## config.mk

```make
export PLATFORM = sky130hd
export DESIGN_NAME = gf2_kmul32
export DESIGN_NICKNAME = d
export VERILOG_FILES = /design/src/rtl/gf2_leaf_mul.sv /design/src/rtl/gf2_kara_level.sv /design/src/rtl/gf2_kmul32.sv
export SDC_FILE = /design/constraint.sdc
export NUM_CORES = 1
export LEC_CHECK = 0
export ABC_AREA = 0
export CAP_MARGIN = 20
export CORE_UTILIZATION = 45
export CTS_CLUSTER_SIZE = 16
export DETAILED_ROUTE_END_ITERATION = 6
export HOLD_SLACK_MARGIN = 0.1
export PLACE_DENSITY = 0.66
export SLEW_MARGIN = 10
export SYNTH_ARGS = -nofsm -noshare
export SYNTH_HDL_FRONTEND = slang
export SYNTH_SLANG_ARGS = --single-unit
```

## constraint.sdc

```tcl
create_clock -name clk -period 3.65 [get_ports clk]
set_clock_uncertainty 0.1 [all_clocks]
set_input_delay 0.365 -clock clk [delete_from_list [all_inputs] [get_ports clk]]
set_output_delay 0.365 -clock clk [all_outputs]
set_load 0.03 [all_outputs]
```

## src/rtl/gf2_leaf_mul.sv

```systemverilog
// Schoolbook W x W carry-less multiplier. Partial products are folded with a
// balanced XOR tree (pairwise, log2 depth) instead of a linear chain.
module gf2_leaf_mul #(
  parameter int W = 8
) (
  input  logic [W-1:0]   a,
  input  logic [W-1:0]   b,
  output logic [2*W-2:0] p
);
  localparam int PW = 2*W - 1;
  localparam int LV = $clog2(W);
  localparam int NP = 1 << LV;

  logic [PW-1:0] tree [LV+1][NP];

  genvar g, l, n;
  generate
    for (g = 0; g < NP; g++) begin : g_pp
      if (g < W) begin : g_row
        assign tree[0][g] = b[g] ? (PW'(a) << g) : '0;
      end else begin : g_pad
        assign tree[0][g] = '0;
      end
    end
    for (l = 0; l < LV; l++) begin : g_lvl
      for (n = 0; n < NP; n++) begin : g_node
        if (n < (NP >> (l+1))) begin : g_x
          assign tree[l+1][n] = tree[l][2*n] ^ tree[l][2*n+1];
        end else begin : g_z
          assign tree[l+1][n] = '0;
        end
      end
    end
  endgenerate

  assign p = tree[LV][0];
endmodule

```

## src/rtl/gf2_kara_level.sv

```systemverilog
// One two-term Karatsuba level: three sub-products, recursion down to LEAF_W.
module gf2_kara_level #(
  parameter int W      = 32,
  parameter int LEAF_W = 8
) (
  input  logic [W-1:0]   a,
  input  logic [W-1:0]   b,
  output logic [2*W-2:0] p
);
  localparam int H  = W / 2;
  localparam int HP = 2*H - 1;
  localparam int PW = 2*W - 1;

  generate
    if (W <= LEAF_W) begin : g_leaf
      gf2_leaf_mul #(.W(W)) u_leaf (.a(a), .b(b), .p(p));
    end else begin : g_split
      logic [H-1:0]  a_lo, a_hi, b_lo, b_hi, a_sum, b_sum;
      logic [HP-1:0] p_lo, p_hi, p_sum, p_mid;
      assign a_lo  = a[H-1:0];
      assign a_hi  = a[W-1:H];
      assign b_lo  = b[H-1:0];
      assign b_hi  = b[W-1:H];
      assign a_sum = a_lo ^ a_hi;
      assign b_sum = b_lo ^ b_hi;

      gf2_kara_level #(.W(H), .LEAF_W(LEAF_W)) u_lo  (.a(a_lo),  .b(b_lo),  .p(p_lo));
      gf2_kara_level #(.W(H), .LEAF_W(LEAF_W)) u_hi  (.a(a_hi),  .b(b_hi),  .p(p_hi));
      gf2_kara_level #(.W(H), .LEAF_W(LEAF_W)) u_sum (.a(a_sum), .b(b_sum), .p(p_sum));

      assign p_mid = p_sum ^ p_lo ^ p_hi;
      assign p = PW'(p_lo) ^ (PW'(p_mid) << H) ^ (PW'(p_hi) << W);
    end
  endgenerate
endmodule

```

## src/rtl/gf2_kmul32.sv

```systemverilog
module gf2_kmul32 #(
  parameter int OP_W   = 32,
  parameter int LEAF_W = 8
) (
  input  logic              clk,
  input  logic              rst,
  input  logic              in_vld,
  input  logic [OP_W-1:0]   opa,
  input  logic [OP_W-1:0]   opb,
  output logic              out_vld,
  output logic [2*OP_W-2:0] prod
);
  localparam int PW = 2*OP_W - 1;

  logic [PW-1:0] comb_prod;
  logic          load_evt;

  gf2_kara_level #(.W(OP_W), .LEAF_W(LEAF_W)) u_core (
    .a(opa), .b(opb), .p(comb_prod)
  );

  assign load_evt = in_vld;

  always_ff @(posedge clk) begin
    if (rst) begin
      out_vld <= 1'b0;
      prod    <= '0;
    end else begin
      out_vld <= in_vld;
      if (load_evt) prod <= comb_prod;
    end
  end
endmodule

```

==> run summary, run 1 <==
The worst register-to-register path ends at prod[34]. The reg-to-reg critical path startpoint was prod[34]. Counting distinct cell types in the post-synthesis netlist gives 25.

The number of hold violations in the final report was 0; the detail-routed net length per standard cell was 17.72 µm. Root buffer cell: clkbuf_16. Delay of the slowest cell on the worst path: 0.72 ns. The count of final max-slew check failures was 0; the aggregate global routing overflow was 0. Prior to clock tree synthesis, the placed netlist has a worst setup slack of -0.02565 ns. Routed wire length: 38,040 µm. The tools report the initial standard-cell utilization of the core as 0.4649. Clock latency on the worst-skew pair, taken at its later pin, is 0.33 ns. TritonCTS built the clock tree. In the routed layout, each cell is associated on average with a via count of 5.082. In this run, post-CTS repair resized a total of 0 instances. The die is 161.4 µm wide.

Count of mapped cells out of synthesis: 1,545. Final hold analysis gives a worst-case slack of 0.3776 ns. Max-cap violations in this run came to 0.

131 I/O pins were placed. The fraction of the cycle the final worst path needs is 0.9363. The headroom to the max-slew limit is 0.3896. The worst setup path is of the in2reg kind. The number of hold buffers added after CTS was 0. The first global-routing pass estimated 60,170 µm of wire. In this run the power density over the cells is 709.8 nW/µm².

The antenna cell count is 0, and the setup fix buffers added after clock tree synthesis is 0. Data arrives at the worst endpoint at 3.53 ns. Detailed placement ended at an HPWL of 30,910 µm. Counting every net in the synthesized netlist gives 1,612. Net count reported at finish: 1,885.

The leakage dissipation came out at 6.126 nW. The transition at the pin with the smallest max-transition slack came out at 0.9090 ns. The run gives 9 as the total clock buffers created by CTS. The count of nets left with antenna violations once routing finished came out at 0. The highest net fanout along the worst path is 8. The clock-pin slew on the worst setup and hold paths is 0.06 ns, and the area of the die is 26,060 µm². The via count of the first global-routing pass was 10.57k; the final critical-path required period was 3.417 ns. The clock passes through at most 2 buffers.

Leaving out filler cells and counting taps, the final layout contains 2,147. The first routing iteration left 1,042 violations. The core region is 24,600 µm².

The share of layout cells above drive strength 1 is 0.1509, and the combined area of all synthesized cells is 11,440 µm². The tools report the row count as 57. Setup repair after global routing left no endpoint under its margin.

The tools report the required time of the critical path as 3.77 ns. The worst path meets setup with 0.2327 ns of slack. Clock tree synthesis found a total of 64 sinks. Counting flops and latches in the post-synthesis netlist gives 64. The tools report the overall fraction of global-route tracks in use as 0.2969. The final sum of negative setup slack is 0 ns.

The synthesized area per cell came out at 7.404 µm². For this run, design rule violations remaining after detail routing come to 0. The worst hold path begins at prod[0]. Yosys printed 0 warnings. The run finished with clean final reports.

The critical path goes through clkdlybuf4s50_1 -> xnor2_1 -> nor2_1 -> xnor2_1 -> xnor3_1 -> xnor2_2 -> xnor3_1 -> xor2_1 -> mux2i_1 -> nor2_1. The slowest stage of the critical path belongs to the cell xnor2_1. The die extent in y is 161.4 µm. Summing over every cut layer, the via total after detailed routing is 10.91k. Setup violations remaining at the end of the flow were counted as 0. The initial antenna violation count is 0.

The worst setup path is captured at a flip-flop. Once placement completed, the tool counted placed cells totaling 2,131. The count of buffers added on input and output ports is 130. The count of cells along the worst register-to-register path works out to 2. The number of fill cells is 2,263, and the depth of the worst hold-timing path is 2.

The nature of the critical path startpoint is a primary input. The min-delay analysis places its worst path in the category reg2reg. The pin count of the biggest net entering global routing was 55; the layout overhead on the synthesized area was 28.91%. The logs give 0.5214 mV for the largest vdd supply drop and 0.9536 for the weighted congestion at the end of routability-driven global placement. The logs give 5 for the first-pass iteration count of the detailed router and 292.6 MHz for the timing-limited maximum frequency. CTS built an H-tree with a depth of 3. The slack of the worst reg-to-reg path is 2.82 ns. The sequential area share after synthesis came out at 0.1120. The path with the worst hold slack has its endpoint at prod[0].
## routing by layer
layer  wire (µm)  part of all wire  vias to the layer above  global-route usage
met5           0                 0                        -                   0
met4        1083             0.028                        0             0.09863
met3        2912             0.077                       69             0.02440
met2       17370              0.46                      468              0.4867
met1       16670              0.44                     5101              0.4094
li1            -                 -                     5272                   -
## logic make-up (layout without fill, tap and decap cells)
logic type | after synthesis | count (layout) | synth area share
buffers and inverters | 84 | 362 | 0.04080
XOR/XNOR | 679 | 679 | 0.5864
AND/OR/NAND/NOR | 655 | 655 | 0.2159
flip-flops | 64 | 64 | 0.1120
AO/OA/AOI/OAI | 44 | 44 | 0.02811
multiplexers | 19 | 19 | 0.01674
## per-stage QoR
stage	util	power [mW]	cell area (µm²)
2_1_floorplan	-	6.725	11440
3_3_place_gp	0.5862	9.340	14420
3_5_place_dp	0.5862	9.448	14420
4_1_cts	0.5993	10.44	14750
5_1_grt	0.5993	11.01	14750
6_report	0.5993	10.47	14750
## flip-flops by register name, summed over array words and instances, names as in the netlist
name	count
prod	63
out_vld	1
## synthesized netlist by cell type, drive strengths merged
cell / instances / area (µm²)
a211oi: 38 / 285.3
a21o: 1 / 7.510
a21oi: 4 / 20.02
a32oi: 1 / 8.760
buf: 68 / 406.6
clkbuf: 14 / 52.55
clkinv: 1 / 3.750
dfxtp: 64 / 1281
inv: 1 / 3.750
mux2: 1 / 11.26
mux2i: 18 / 180.2
nand2: 268 / 1006
nand2b: 1 / 6.260
nand3: 2 / 10.01
nor2: 381 / 1430
nor3: 2 / 10.01
nor3b: 1 / 7.510
xnor2: 508 / 4783
xnor3: 31 / 698.2
xor2: 140 / 1226
## placed cells by master (no fill, tap or decap), types with 2 or more instances in the layout
master,n
xnor2_1,465
nor2_1,381
nand2_1,268
buf_4,204
xor2_1,140
clkdlybuf4s50_1,128
dfxtp_1,64
xnor2_2,42
a211oi_1,38
xnor3_1,31
mux2i_1,18
buf_12,11
clkbuf_16,9
a21oi_1,4
nor3_1,2
nand3_1,2
bufinv_16,2
clkinvlp_4,2
## where the power goes
part | total, mW | switching (mW) | internal (mW)
logic | 8.51 | 4.19 | 4.31
registers | 1.02 | 0.110 | 0.913
clock network | 0.936 | 0.321 | 0.615
total | 10.5 | 4.62 | 5.84
## layout make-up
type                       count  area [µm²]  area share
multi-input combinational   1397        9691      0.6572
timing repair buffer         344        3038      0.2060
sequential                    64        1281     0.08689
tap                          324       405.4     0.02749
clock buffer                  11       242.7     0.01646
clock inverter                 5       80.08    0.005431
inverter                       2       7.507   0.0005091
## how the worst max path moves through the flow
stage,from,end,slack (ns),cells after the start
2_1_floorplan,opa[30],prod[32],0.91,10
3_3_place_gp,opb[20],prod[32],0.04,11
3_5_place_dp,opb[20],prod[28],-0.03,10
4_1_cts,opb[20],prod[28],0.28,10
5_1_grt,opb[20],prod[28],0.01,10
6_report,opb[20],prod[28],0.23,10
## worst max-delay path: cells and delay by family
kind,cells,cell delay (ns)
XOR/XNOR,6,2.15
buffers and inverters,1,0.66
multiplexers,1,0.15
AND/OR/NAND/NOR,2,0.20
No activity file was read; power rests on OpenSTA's default activity.
==> run 2: changes to the inputs <==
--- a/config.mk
+++ b/config.mk
@@ -10,7 +10,6 @@
 export CORE_UTILIZATION = 45
 export CTS_CLUSTER_SIZE = 16
 export DETAILED_ROUTE_END_ITERATION = 6
-export HOLD_SLACK_MARGIN = 0.1
 export PLACE_DENSITY = 0.66
 export SLEW_MARGIN = 10
 export SYNTH_ARGS = -nofsm -noshare
==> results of run 2 <==
Same layout as run 1: the final DEF is identical, and so are final timing and power.
==> run 3: changes to the inputs <==
--- a/config.mk
+++ b/config.mk
@@ -10,7 +10,7 @@
 export CORE_UTILIZATION = 45
 export CTS_CLUSTER_SIZE = 16
 export DETAILED_ROUTE_END_ITERATION = 6
-export PLACE_DENSITY = 0.66
+export PLACE_DENSITY_LB_ADDON = 0.25
 export SLEW_MARGIN = 10
 export SYNTH_ARGS = -nofsm -noshare
 export SYNTH_HDL_FRONTEND = slang
==> run summary, run 3 (synthesis gave the netlist of run 1 again) <==
The weighted congestion at the end of routability-driven global placement was 1.003. The critical-path cell with the highest stage delay was xnor2_1. The nature of the critical path startpoint is a primary input. The die covers 26,060 µm². Setup repair after global routing left no endpoint under its margin. The signal on the critical path passes through clkdlybuf4s50_1 -> xnor2_2 -> xnor2_1 -> nor2_1 -> xnor2_1 -> xnor2_1 -> xnor3_1 -> xnor3_1 -> mux2i_1 -> nor2_1. The run finished with clean final reports. The count of final max-slew check failures was 0; the initial standard-cell utilization of the core was 0.4649. The fraction of power spent switching nets works out to 0.4455. STA classifies the critical path endpoint as a flip-flop. TritonCTS built the clock tree.

For this run, the top clock speed supported by timing is 296.2 MHz. In the layout the commonest cells are xnor2_1, nor2_1, nand2_1. The post-layout utilization of the core was 0.5970; the cell-internal power was 5.721 mW. The routed layout has 10.96k vias. In this run the power density over the cells is 702.3 nW/µm². The logs give 3.76 ns for the required time of the critical path and 9 for the total clock buffers created by CTS.

Transition at the pin with the smallest max-transition slack: 0.9751 ns. The design draws 10.32 mW. Clock-pin slew on the worst setup and hold paths: 0.06 ns.

Final hold analysis gives a worst-case slack of 0.3747 ns. The tools report the total instance count after detailed placement as 2,137. The number of flip-flops in the largest register works out to 63.

The first routing iteration left 1,077 violations. Area inside the core boundary: 24,600 µm². The logs give 0 for the initial antenna violation count and 0.822 for the fraction of power consumed by combinational cells. Global routing finished with a remaining overflow of 0. The tools report the final cell count without fillers as 2,153. The tools report the root buffer cell as clkbuf_16.

The worst hold-check path type was reg2reg. For the final design area excluding fillers, the log shows 14,690 µm². The critical path in this run is classified as in2reg.

The worst path needs 3.376 ns of the cycle, external delays included. The sequential fraction of design power was 0.099. prod holds more flip-flops than any other register.

The delay of the slowest cell on the worst path works out to 0.82 ns. The later pin in the worst-skew pair is clocked with a latency of 0.33 ns. The clock sink count is 64.

After detailed routing, the total wire length is 38,270 µm. The number of input and output port buffers inserted works out to 130. Number of hold violations in the final report: 0. In this run, post-CTS repair resized a total of 0 instances.

The dominant cell type by count on the critical path is xnor2_1. Compared with the post-synthesis result, the final layout area differs by 28.42%. After the last flow step, the layout net total stands at 1,891. Buffers added to address setup during post-CTS repair amount to 0. For this design the static power due to leakage is 6.122 nW. The share of layout cells above drive strength 1 is 0.1542, and the detail-routed net length per standard cell is 17.77 µm. The fraction of the cycle the final worst path needs is 0.9248, and the first-pass GRT wire length is 58,820 µm. The tools report the row count as 57. In this run the count of I/O pins placed on the die edge is 131. For this design the total switching power over the nets is 4.596 mW. The number of antenna diodes in the final layout is 0.

In the routed layout, each cell is associated on average with a via count of 5.090. Quantity of hold-fixing buffers added after cts: 0. The run gives 2 as the maximum buffer depth of the clock tree. Once placement finished, the instance area stood at 14,410 µm². For the share of total power in the clock network, the log shows 0.079. For the number of fill cells, the log shows 2,280. The pin count of the biggest net entering global routing is 55.

In the final layout, the multi-input gates occupy 9691 µm². The run gives 10.24k as the via count of the first global-routing pass. DRC violation count after routing: 0.

The die extent in y works out to 161.4 µm. The arrival time of the worst setup path is 3.49 ns. Setup violations remaining at the end of the flow were counted as 0. The post-detailed-route count of antenna-violating nets is 0. The tool flagged a number of max-cap violations equal to 0. The highest net fanout along the worst path came out at 8. Once detailed placement completed, the half-perimeter wirelength came to 31,360 µm. The largest vdd supply drop came out at 0.6216 mV. The most common cell after layout, fill and taps aside is xnor2_1.

Overall fraction of global-route tracks in use: 0.2941. First-pass iteration count of the detailed router: 5. For the headroom to the max-slew limit, the log shows 0.3453.

The largest registers in the layout are prod: 63 flops, out_vld: 1 flops. Registers take 1281 µm². The run gives 3 as the H-tree depth.

The die is 161.4 µm wide.
[run 3: changes by cell type in the layout (fill, tap and decap cells not counted)]
cell	before	now
buf_4	204	215
clkbuf_8	1	2
buf_12	11	6
clkinv_2	1	3
clkinv_4	0	1
clkinvlp_4	2	1
clkbuf_1	1	0
bufinv_16	2	0
[run 3: through the flow]
| step | setup TNS, ns | setup WS (ns) |
|---|---|---|
| floorplan | 0 | 0.9096 |
| global placement | -0.04579 | -0.03427 |
| detailed placement | -0.05953 | -0.03437 |
| CTS | 0 | 0.3058 |
| global route | 0 | 0.2345 |
| finish | 0 | 0.2744 |
[run 3: cell type report]
class,count,area share
multi-input cells,1397,0.6597
repair buffers,350,0.2056
flip-flops and latches,64,0.08722
well taps,324,0.02760
clock buffers,11,0.01721
clock inverters,5,0.002129
inverters,2,0.0005111
[run 3: critical path: cells and delay by family]
kind	cells	cell delay, ns
xor+xnor	6	2.13
buf+inv	1	0.70
mux	1	0.14
simple gates	2	0.17
[run 3: path summary, 6_finish.rpt]
check            from  endpoint  slack, ns  depth (start not counted)
max reg2reg  prod[34]  prod[34]       2.80                          2
min reg2reg  prod[62]  prod[62]       0.37                          2
max            opa[1]  prod[32]       0.27                         10
min          prod[62]  prod[62]       0.37                          2
[run 3: layer usage]
| metal | GRT usage | routed length, µm | vias to the layer above |
|---|---|---|---|
| li1 | - | - | 5280 |
| met5 | 0 | 0 | - |
| met3 | 0.02234 | 2989 | 77 |
| met4 | 0.1085 | 1301 | 0 |
| met1 | 0.4095 | 16700 | 5043 |
| met2 | 0.4732 | 17280 | 558 |
[run 3: power groups by stage]
stage	clock network, mW	registers [mW]	logic, mW
after CTS	0.822	1.03	8.44
after global placement	0	1.04	8.31
after detailed placement	0	1.04	8.41
final	0.815	1.03	8.48
after floorplan	0	1.41	5.32
after global routing	0.859	1.05	8.94
